===== config.mk =====
export PLATFORM = sky130hd
export DESIGN_NAME = nextpc_select
export DESIGN_NICKNAME = d
export VERILOG_FILES = /design/src/rtl/nps_pkg.sv /design/src/rtl/nps_ctrl.sv /design/src/rtl/nps_datapath.sv /design/src/rtl/nextpc_select.sv
export SDC_FILE = /design/constraint.sdc
export NUM_CORES = 1
export LEC_CHECK = 0
export BUFFER_PORTS_ARGS = -buffer_cell sky130_fd_sc_hd__buf_2
export CAP_MARGIN = 20
export CORE_MARGIN = 2
export CORE_UTILIZATION = 51
export DETAILED_ROUTE_END_ITERATION = 6
export PLACE_DENSITY = 0.95
export SYNTH_ARGS = -nofsm -noshare
export SYNTH_HDL_FRONTEND = slang
export SYNTH_SLANG_ARGS = --single-unit
export TNS_END_PERCENT = 20

===== constraint.sdc =====
create_clock -name vclk -period 5.7
set_clock_uncertainty 0.05 [all_clocks]
set_input_delay 0.285 -clock vclk [all_inputs]
set_output_delay 0.285 -clock vclk [all_outputs]
set_load 0.05 [all_outputs]

===== src/rtl/nps_pkg.sv =====
package nps_pkg;

  typedef enum logic [2:0] {
    BK_NONE = 3'd0,
    BK_BEQZ = 3'd1,
    BK_BNEZ = 3'd2,
    BK_JOFS = 3'd3,
    BK_JREG = 3'd4
  } branchKind_e;

  typedef enum logic [1:0] {
    SEL_SEQ = 2'd0,
    SEL_TGT = 2'd1,
    SEL_RST = 2'd2,
    SEL_IRQ = 2'd3
  } nextSel_e;

  typedef struct packed {
    nextSel_e nextSel;
    logic     baseIsRa;
    logic     addConst;
    logic     linkWr;
    logic     linkIsIrq;
    logic     taken;
    logic     irqClr;
    logic     pcWr;
  } npsStrobe_t;

endpackage


===== src/rtl/nps_ctrl.sv =====
module nps_ctrl
  import nps_pkg::*;
#(
  parameter int REG_AW  = 3,
  parameter int IRQ_REG = 6
) (
  input  logic [2:0]        branchKind,
  input  logic [REG_AW-1:0] raIdx,
  input  logic              raIsZero,
  input  logic              execPhase,
  input  logic              rstReq,
  input  logic              irqReq,
  output npsStrobe_t        strb
);

  localparam logic [REG_AW-1:0] IrqIdx = REG_AW'(IRQ_REG);

  logic isBranch;
  assign isBranch = (branchKind >= 3'(BK_BEQZ)) && (branchKind <= 3'(BK_JREG));

  always_comb begin
    strb         = '0;
    strb.nextSel = SEL_SEQ;
    if (rstReq) begin
      strb.nextSel = SEL_RST;
      strb.pcWr    = 1'b1;
    end else if (irqReq) begin
      strb.nextSel   = SEL_IRQ;
      strb.pcWr      = 1'b1;
      strb.linkWr    = 1'b1;
      strb.linkIsIrq = 1'b1;
    end else if (execPhase) begin
      strb.pcWr   = 1'b1;
      strb.linkWr = isBranch;
      case (branchKind)
        3'(BK_BEQZ): begin
          strb.taken    = raIsZero;
          strb.addConst = 1'b1;
        end
        3'(BK_BNEZ): begin
          strb.taken    = !raIsZero;
          strb.addConst = 1'b1;
        end
        3'(BK_JOFS): begin
          strb.taken    = 1'b1;
          strb.baseIsRa = 1'b1;
          strb.addConst = 1'b1;
        end
        3'(BK_JREG): begin
          strb.taken    = 1'b1;
          strb.baseIsRa = 1'b1;
          strb.irqClr   = (raIdx == IrqIdx);
        end
        default: ;
      endcase
      if (strb.taken) strb.nextSel = SEL_TGT;
    end
  end


  always_comb begin
    if (strb.irqClr) begin
      irq_clr_kind_chk: assert (branchKind == 3'(BK_JREG) && execPhase && !rstReq && !irqReq)
        else $error("irqClr outside register jump");
    end
  end

endmodule


===== src/rtl/nps_datapath.sv =====
module nps_datapath
  import nps_pkg::*;
#(
  parameter int          DATA_W  = 16,
  parameter int          REG_AW  = 3,
  parameter int          IRQ_REG = 6,
  parameter logic [DATA_W-1:0] RST_VEC = '0,
  parameter logic [DATA_W-1:0] IRQ_VEC = DATA_W'(2)
) (
  input  logic [DATA_W-1:0] pcCur,
  input  logic [DATA_W-1:0] raVal,
  input  logic [DATA_W-1:0] constWord,
  input  logic [REG_AW-1:0] rcIdx,
  input  npsStrobe_t        strb,
  output logic              raIsZero,
  output logic [DATA_W-1:0] nextPc,
  output logic [DATA_W-1:0] linkVal,
  output logic [REG_AW-1:0] linkAddr
);

  localparam logic [DATA_W-1:0] One = DATA_W'(1);

  logic [DATA_W-1:0] seqPc;
  logic [DATA_W-1:0] baseVal;
  logic [DATA_W-1:0] offsVal;
  logic [DATA_W-1:0] tgtPc;

  assign raIsZero = (raVal == '0);
  assign seqPc    = pcCur + One;
  assign baseVal  = strb.baseIsRa ? raVal : seqPc;
  assign offsVal  = strb.addConst ? constWord : '0;
  assign tgtPc    = baseVal + offsVal;

  always_comb begin
    case (strb.nextSel)
      SEL_RST: nextPc = RST_VEC;
      SEL_IRQ: nextPc = IRQ_VEC;
      SEL_TGT: nextPc = tgtPc;
      default: nextPc = seqPc;
    endcase
  end

  assign linkVal  = strb.linkIsIrq ? pcCur : seqPc;
  assign linkAddr = strb.linkIsIrq ? REG_AW'(IRQ_REG) : rcIdx;


  always_comb begin
    if (strb.nextSel == SEL_SEQ) begin
      seq_step_chk: assert (nextPc - pcCur == One)
        else $error("sequential step is not one word");
    end
  end

endmodule


===== src/rtl/nextpc_select.sv =====
module nextpc_select #(
  parameter int          DATA_W  = 16,
  parameter int          REG_AW  = 3,
  parameter int          IRQ_REG = 6,
  parameter logic [DATA_W-1:0] RST_VEC = '0,
  parameter logic [DATA_W-1:0] IRQ_VEC = DATA_W'(2)
) (
  input  logic [DATA_W-1:0] pcCur,
  input  logic [DATA_W-1:0] raVal,
  input  logic [DATA_W-1:0] constWord,
  input  logic [2:0]        branchKind,
  input  logic [REG_AW-1:0] raIdx,
  input  logic [REG_AW-1:0] rcIdx,
  input  logic              execPhase,
  input  logic              rstReq,
  input  logic              irqReq,
  output logic [DATA_W-1:0] nextPc,
  output logic              pcWrEn,
  output logic [DATA_W-1:0] linkVal,
  output logic [REG_AW-1:0] linkAddr,
  output logic              linkWrEn,
  output logic              branchTaken,
  output logic              irqFlagClr
);

  import nps_pkg::*;

  npsStrobe_t strb;
  logic       raIsZero;

  nps_ctrl #(.REG_AW(REG_AW), .IRQ_REG(IRQ_REG)) u_ctrl (
    .branchKind(branchKind), .raIdx(raIdx), .raIsZero(raIsZero),
    .execPhase(execPhase), .rstReq(rstReq), .irqReq(irqReq), .strb(strb)
  );

  nps_datapath #(
    .DATA_W(DATA_W), .REG_AW(REG_AW), .IRQ_REG(IRQ_REG),
    .RST_VEC(RST_VEC), .IRQ_VEC(IRQ_VEC)
  ) u_dp (
    .pcCur(pcCur), .raVal(raVal), .constWord(constWord), .rcIdx(rcIdx),
    .strb(strb), .raIsZero(raIsZero), .nextPc(nextPc),
    .linkVal(linkVal), .linkAddr(linkAddr)
  );

  assign pcWrEn      = strb.pcWr;
  assign linkWrEn    = strb.linkWr;
  assign branchTaken = strb.taken;
  assign irqFlagClr  = strb.irqClr;

  logic normExec;
  assign normExec = execPhase && !rstReq && !irqReq;

  always_comb begin

    if (rstReq) begin
      reset_vec_chk: assert (nextPc == RST_VEC && pcWrEn && !linkWrEn && !irqFlagClr)
        else $error("reset selection wrong");
    end

    if (irqReq && !rstReq) begin
      irq_entry_chk: assert (nextPc == IRQ_VEC && linkWrEn && linkVal == pcCur
                             && linkAddr == REG_AW'(IRQ_REG))
        else $error("interrupt entry wrong");
    end

    if (normExec && branchKind == 3'(BK_BEQZ)) begin
      beqz_decide_chk: assert (branchTaken == (raVal == '0))
        else $error("branch-if-zero decision wrong");
    end

    if (normExec && linkWrEn) begin
      link_ret_chk: assert (linkVal == pcCur + DATA_W'(1) && linkAddr == rcIdx)
        else $error("return link wrong");
    end

    if (!execPhase && !rstReq && !irqReq) begin
      idle_quiet_chk: assert (!pcWrEn && !linkWrEn && !branchTaken && !irqFlagClr)
        else $error("strobes active outside execute");
    end
  end

endmodule


# ---- Word level (Yosys, flattened, before mapping)
# Index checks and enable logic that the tools add are counted.
dict set report op_classes {
  shift 0
  n_reduce_logical 5
  eq_ne 8
  bitwise 0
  mux 24
  div 0
  n_lt_le_gt_ge 2
  addsub 2
  n_mul 0
}
# operator count
set op_table {}
lappend op_table {{16-bit two-way mux} 3}
lappend op_table {{16-bit case mux with 3 select lines} 1}
lappend op_table {{16-bit by 1-bit adder with 16-bit output (second input constant)} 1}
lappend op_table {{16-bit adder} 1}
lappend op_table {{16-bit zero test} 1}
lappend op_table {{1-bit two-way mux} 11}
lappend op_table {{2-bit two-way mux} 4}
lappend op_table {{3-bit by 2-bit equality test with 1-bit output (second input constant)} 2}
lappend op_table {{3-bit equality test (second input constant)} 2}
lappend op_table {{3-bit two-way mux} 2}
lappend op_table {{6-bit two-way mux} 1}
lappend op_table {{2-bit equality test (second input constant)} 2}
lappend op_table {{4-bit two-way mux} 1}
lappend op_table {{3-bit by 1-bit equality test with 1-bit output (second input constant)} 1}
lappend op_table {{3-bit by 1-bit greater-or-equal comparator with 1-bit output (second input constant)} 1}
lappend op_table {{3-bit <= comparator (second input constant)} 1}
lappend op_table {{1-bit case mux with 3 select lines} 1}
lappend op_table {{3-bit OR reduction} 1}
lappend op_table {{2-bit by 1-bit equality test with 1-bit output (second input constant)} 1}
lappend op_table {{2-bit OR reduction} 1}
lappend op_table {{1-bit logical AND} 1}
lappend op_table {{1-bit zero test} 1}
dict set report word_totals {
  regBits 0
  inputBits 60
  output_inout_bits 39
  rom_bits 0
  latchBits 0
  ramBits 0
  memories 0
}

# ---- Depth between registers and ports, before layout
dict set report logic_depth {
  word_depth 13
  mapped_depth 16
  depth_no_buf 14
}

# ---- Hierarchy
# From an unflattened synthesis, not the netlist that was laid out.
dict set report unflattened {
  hier_cells 305
  hier_area_um2 1999.4
}
# module n_inst area_each_um2 cells_per_inst seq_area_each_um2
set by_module_without_submodules {}
lappend by_module_without_submodules {nps_datapath 1 1881.8 283 0.0}
lappend by_module_without_submodules {nps_ctrl 1 117.6 22 0.0}

# ---- Least setup slack after synthesis
# Ideal clock, no wire load.
dict set report synth_path {
  path_type {input -> output}
  startpoint {input branchKind[2]}
  endpoint {output nextPc[10]}
  t_required_ns 5.365
  arrival_time_ns 4.025
  path_stages 16
  slack_ns 1.340
  cell_sequence {clkbuf_1 and3b_2 o21ai_1 clkbuf_1 nor2_1 a21oi_1 ha_1 inv_1 fa_1 nor2b_1 o31a_1 nor2_1 o21ai_1 a21o_1 a211oi_1 o32ai_1}
}
dict set report synth_via {
  elab_chain_len 12
  elab_cells_between_ends 25
  classes_between {add/sub (1); eq/ne (7); mux (15); reduce/logical (2)}
}
# item line_no
set synth_rtl {}
lappend synth_rtl {{from (decl)} nextpc_select.sv:11} ;# input logic [2:0] branchKind,
lappend synth_rtl {{3-bit by 2-bit equality test with 1-bit output or 3-bit equality test (tied branches)} nps_ctrl.sv:35} ;# case (branchKind)
lappend synth_rtl {{2-bit OR reduction (no source line)} n/a}
lappend synth_rtl {{1-bit case mux with 3 select lines} nps_ctrl.sv:35}
lappend synth_rtl {{1-bit two-way mux} nps_ctrl.sv:32} ;# end else if (execPhase) begin
lappend synth_rtl {{1-bit two-way mux} nps_ctrl.sv:27} ;# end else if (irqReq) begin
lappend synth_rtl {{1-bit two-way mux} nps_ctrl.sv:24} ;# if (rstReq) begin
lappend synth_rtl {{1-bit two-way mux} nps_ctrl.sv:56} ;# if (strb.taken) strb.nextSel = SEL_TGT;
lappend synth_rtl {{4-bit two-way mux *} nps_ctrl.sv:32}
lappend synth_rtl {{branches (longest 3 deep; another with 16-bit adder)} n/a}
lappend synth_rtl {{16-bit case mux with 3 select lines *} nps_datapath.sv:35} ;# case (strb.nextSel)
lappend synth_rtl {{to (decl)} nextpc_select.sv:17} ;# output logic [DATA_W-1:0] nextPc,
# Every way passes the cells marked *. The select of a mux whose other input is x is not followed.

# ---- Worst setup path after layout
dict set report layout_path {
  startpoint {input rstReq}
  endpoint {output nextPc[15]}
}
dict set report layout_via {
  elab_chain_len 4
  elab_cells_between_ends 9
  classes_between {add/sub (1); eq/ne (3); mux (5)}
}
# item line_no
set layout_rtl {}
lappend layout_rtl {{from (decl)} nextpc_select.sv:15} ;# input logic rstReq,
lappend layout_rtl {{6-bit two-way mux} nps_ctrl.sv:24}
lappend layout_rtl {{16-bit two-way mux, on equally long branches} {nps_datapath.sv:30, nps_datapath.sv:31}}
lappend layout_rtl {{16-bit adder} nps_datapath.sv:32} ;# assign tgtPc = baseVal + offsVal;
lappend layout_rtl {{16-bit case mux with 3 select lines *} nps_datapath.sv:35}
# Every way passes the cells marked *; elsewhere a longest branch is shown, timed or not.

==> results.py <==
metrics = {
    "pwr": {
        "p_comb_share_pct": 100.0,
        "intPower_mw": 0.06403,
        "leakage_nw": 1.132,
        "pwr-share-clk_pct": 0,
        "peakVddDrop_mv": 0.03570,
        "total_power_mw": 0.1947,
        "seq_power_share_pct": 0,
        "power_switching_share_pct": 67.12,
        "p_sw_mw": 0.1307,
        "powerDensity_nw_per_um2": 86.90,
    },
    "synth": {
        "yosys.cell_count.top_type": "nor2_1",
        "synth_area_per_cell_um2": 6.689,
        "yosys-top-cells-count": "nor2_1 (32), a21oi_1 (24), nand2_1 (21), xnor2_1 (21), xor2_1 (21)",
        "synth_top_area_share_pct": 11.64,
        "synth_top_area_cell": "ha_1",
        "synth_nets": 334,
        "synthCells": 257,
        "ys_warn_count": 0,
        "synth_top_cells_by_area": "ha_1 (12%), xnor2_1 (11%), xor2_1 (11%), a21oi_1 (7.0%), nor2_1 (7.0%)",
        "ys_seq_area_share_pct": 0,
        "synth.distinct_cells": 50,
        "syn_area_um2": 1719,
    },
    "sta": {
        "rsz0062_at_grt": "false",
        "hold_viol_final": 0,
        "tightest_slew_ns": 0.7749,
        "finalCriticalPeriod_ns": 4.179,
        "finalCritPeriodShare_pct": 73.32,
        "slew-limit-headroom_pct": 48.11,
        "fmaxAchievable_mhz": 239.3,
        "setup_tns_ns": 0,
        "drv_slew": 0,
        "setup_viol": 0,
    },
    "hold_path": {
        "worstHoldStart": "raIdx[1]",
        "hp-class": "in2out",
        "holdPathStages": 4,
        "whs_endpoint": "irqFlagClr",
    },
    "setup_path": {
        "crit_type": "in2out",
        "critPathMaxFanout": 16,
        "crit_path_start_kind": "input port",
        "crit_chain": "buf_2 > nor3b_1 > nor3b_2 > and2_1 > ha_1 > a211oi_1 > o21bai_1 > a21oi_1 > o31ai_2 > a221oi_1 > xnor2_1 > o22ai_1 > buf_2",
        "critPathMostFrequentCell": "buf_2",
        "arrival_ns": 3.84,
        "end_kind": "output pin",
        "crit_path_top_delay_cell": "nor3b_2",
        "slowest_delay_ns": 0.73,
        "cp.required_ns": 5.37,
    },
    "routing": {
        "drtIter0Drc": 154,
        "antenna_left": 0,
        "viasPerCell": 5.599,
        "num_vias": 2206,
        "finalWirelength_um": 5238,
        "drt_drc_violations_left": 0,
        "wire_per_inst_um": 13.29,
        "first_pass_iters": 4,
    },
    "grt": {
        "grt_overflow_total": 0,
        "grt_pass1_wl_um": 7721,
        "globalRouteTotalUtil_pct": 25.72,
        "grt_pass1_vias": 1842,
        "antenna_found_initial": 0,
        "grt_max_degree": 32,
    },
    "finish": {
        "flops_and_latches": 0,
        "fin_area_um2": 2241,
        "final_cells": 394,
        "seqCellArea_um2": 0,
        "postLayoutCoreUtil_pct": 68.23,
        "area_growth_pct": 30.35,
        "num_antenna_cells": 0,
        "nClkBuffers": 0,
        "drive_above_1_share_pct": 33.05,
        "nNetsFinal": 427,
    },
    "place": {
        "placed_cell_area_um2": 2241,
        "dp.cells": 394,
        "dp_hpwl_um": 4380,
        "io_buffers": 99,
        "gp_congestion": 0.9709,
    },
    "clock_tree": {
        "cts_resized": 0,
        "postCtsSetupBuffers": 0,
        "cts_hold_buf": 0,
    },
    "floorplanning": {
        "core_area_um2": 3284,
        "die_h_um": 62.06,
        "dieArea_um2": 3851,
        "ios": 99,
        "start_util_pct": 52.34,
        "num_rows": 21,
        "die_x_um": 62.06,
    },
    "job": {
        "drv_cap": 0,
    },
    "run_status": {
        "outcome": "finished clean",
    },
}
cell usage in the layout (no fill, tap or decap), types with 2 or more instances in the layout:
master | synthesis | layout
o21bai_1 | 2 | 2
and3_1 | 5 | 5
a221oi_1 | 2 | 2
a21o_1 | 7 | 7
buf_2 | 1 | 99
xor2_1 | 21 | 21
o22ai_1 | 12 | 12
nor3b_1 | 2 | 2
inv_1 | 6 | 6
o21ai_1 | 3 | 2
nand2b_1 | 4 | 4
a211oi_1 | 3 | 3
ha_1 | 16 | 16
and2_1 | 17 | 17
xnor2_1 | 21 | 21
nand3_1 | 11 | 11
mux2_2 | 2 | 2
a21oi_1 | 24 | 24
nand2_1 | 21 | 21
nor2b_1 | 2 | 2
nor4_1 | 4 | 4
o21ai_0 | 6 | 6
nor2_1 | 32 | 32
worst max-delay path: cells and delay by family:
kind                       cells  cell delay (ns)
and+or+nand+nor                3             1.41
AOI/OAI and AO/OA              6             1.35
buffers and inverters          2             0.42
adders and majority gates      1             0.26
xor gates and xnor gates       1             0.11
power by group through the flow:
| stage | clock, mW | sequential (mW) | combinational [mW] |
|---|---|---|---|
| 2_1_floorplan | 0 | 0 | 0.134 |
| 3_5_place_dp | 0 | 0 | 0.192 |
| 6_report | 0 | 0 | 0.195 |
| 4_1_cts | 0 | 0 | 0.193 |
| 5_1_grt | 0 | 0 | 0.209 |
| 3_3_place_gp | 0 | 0 | 0.190 |
how the worst max path moves through the flow:
| stage | startpoint | endpoint | cells past startpoint |
|---|---|---|---|
| global route | rstReq | nextPc[15] | 13 |
| detailed placement | rstReq | nextPc[10] | 15 |
| finish | rstReq | nextPc[15] | 13 |
| floorplan | branchKind[2] | nextPc[10] | 16 |
| global placement | rstReq | nextPc[10] | 15 |
| CTS | rstReq | nextPc[10] | 15 |
cells by family after synthesis:
| logic type | count (synthesis) | share of synthesized area, % |
|---|---|---|
| XOR/XNOR | 42 | 21.40 |
| multiplexers | 2 | 1.310 |
| buffers and inverters | 15 | 3.784 |
| AND/OR/NAND/NOR | 112 | 35.15 |
| adder cells (fa/ha/maj) | 17 | 12.81 |
| AO/OA/AOI/OAI | 69 | 25.55 |
layer usage:
layer,GRT usage [%],share of wire [%]
met1,34.81,43
met2,44.20,49
met3,1.863,6.9
met4,6.079,1.0
met5,0,0
area by class of cell:
class                           count  area [µm²]
Fill cell                         285        1044
Timing Repair Buffer              100       503.0
Tap cell                           46       57.56
Multi-Input combinational cell    242        1658
Inverter                            6       22.52
metrics by stage:
| stage | hold slack (ns) | setup slack, ns |
|---|---|---|
| 3_3_place_gp | 0.8938 | 1.622 |
| 2_1_floorplan | 0.6957 | 1.340 |
| 3_5_place_dp | 0.8951 | 1.553 |
| 4_1_cts | 0.8947 | 1.554 |
| 6_report | 0.8935 | 1.521 |
| 5_1_grt | 0.9187 | 1.146 |
(Power assumes the default switching activity.)
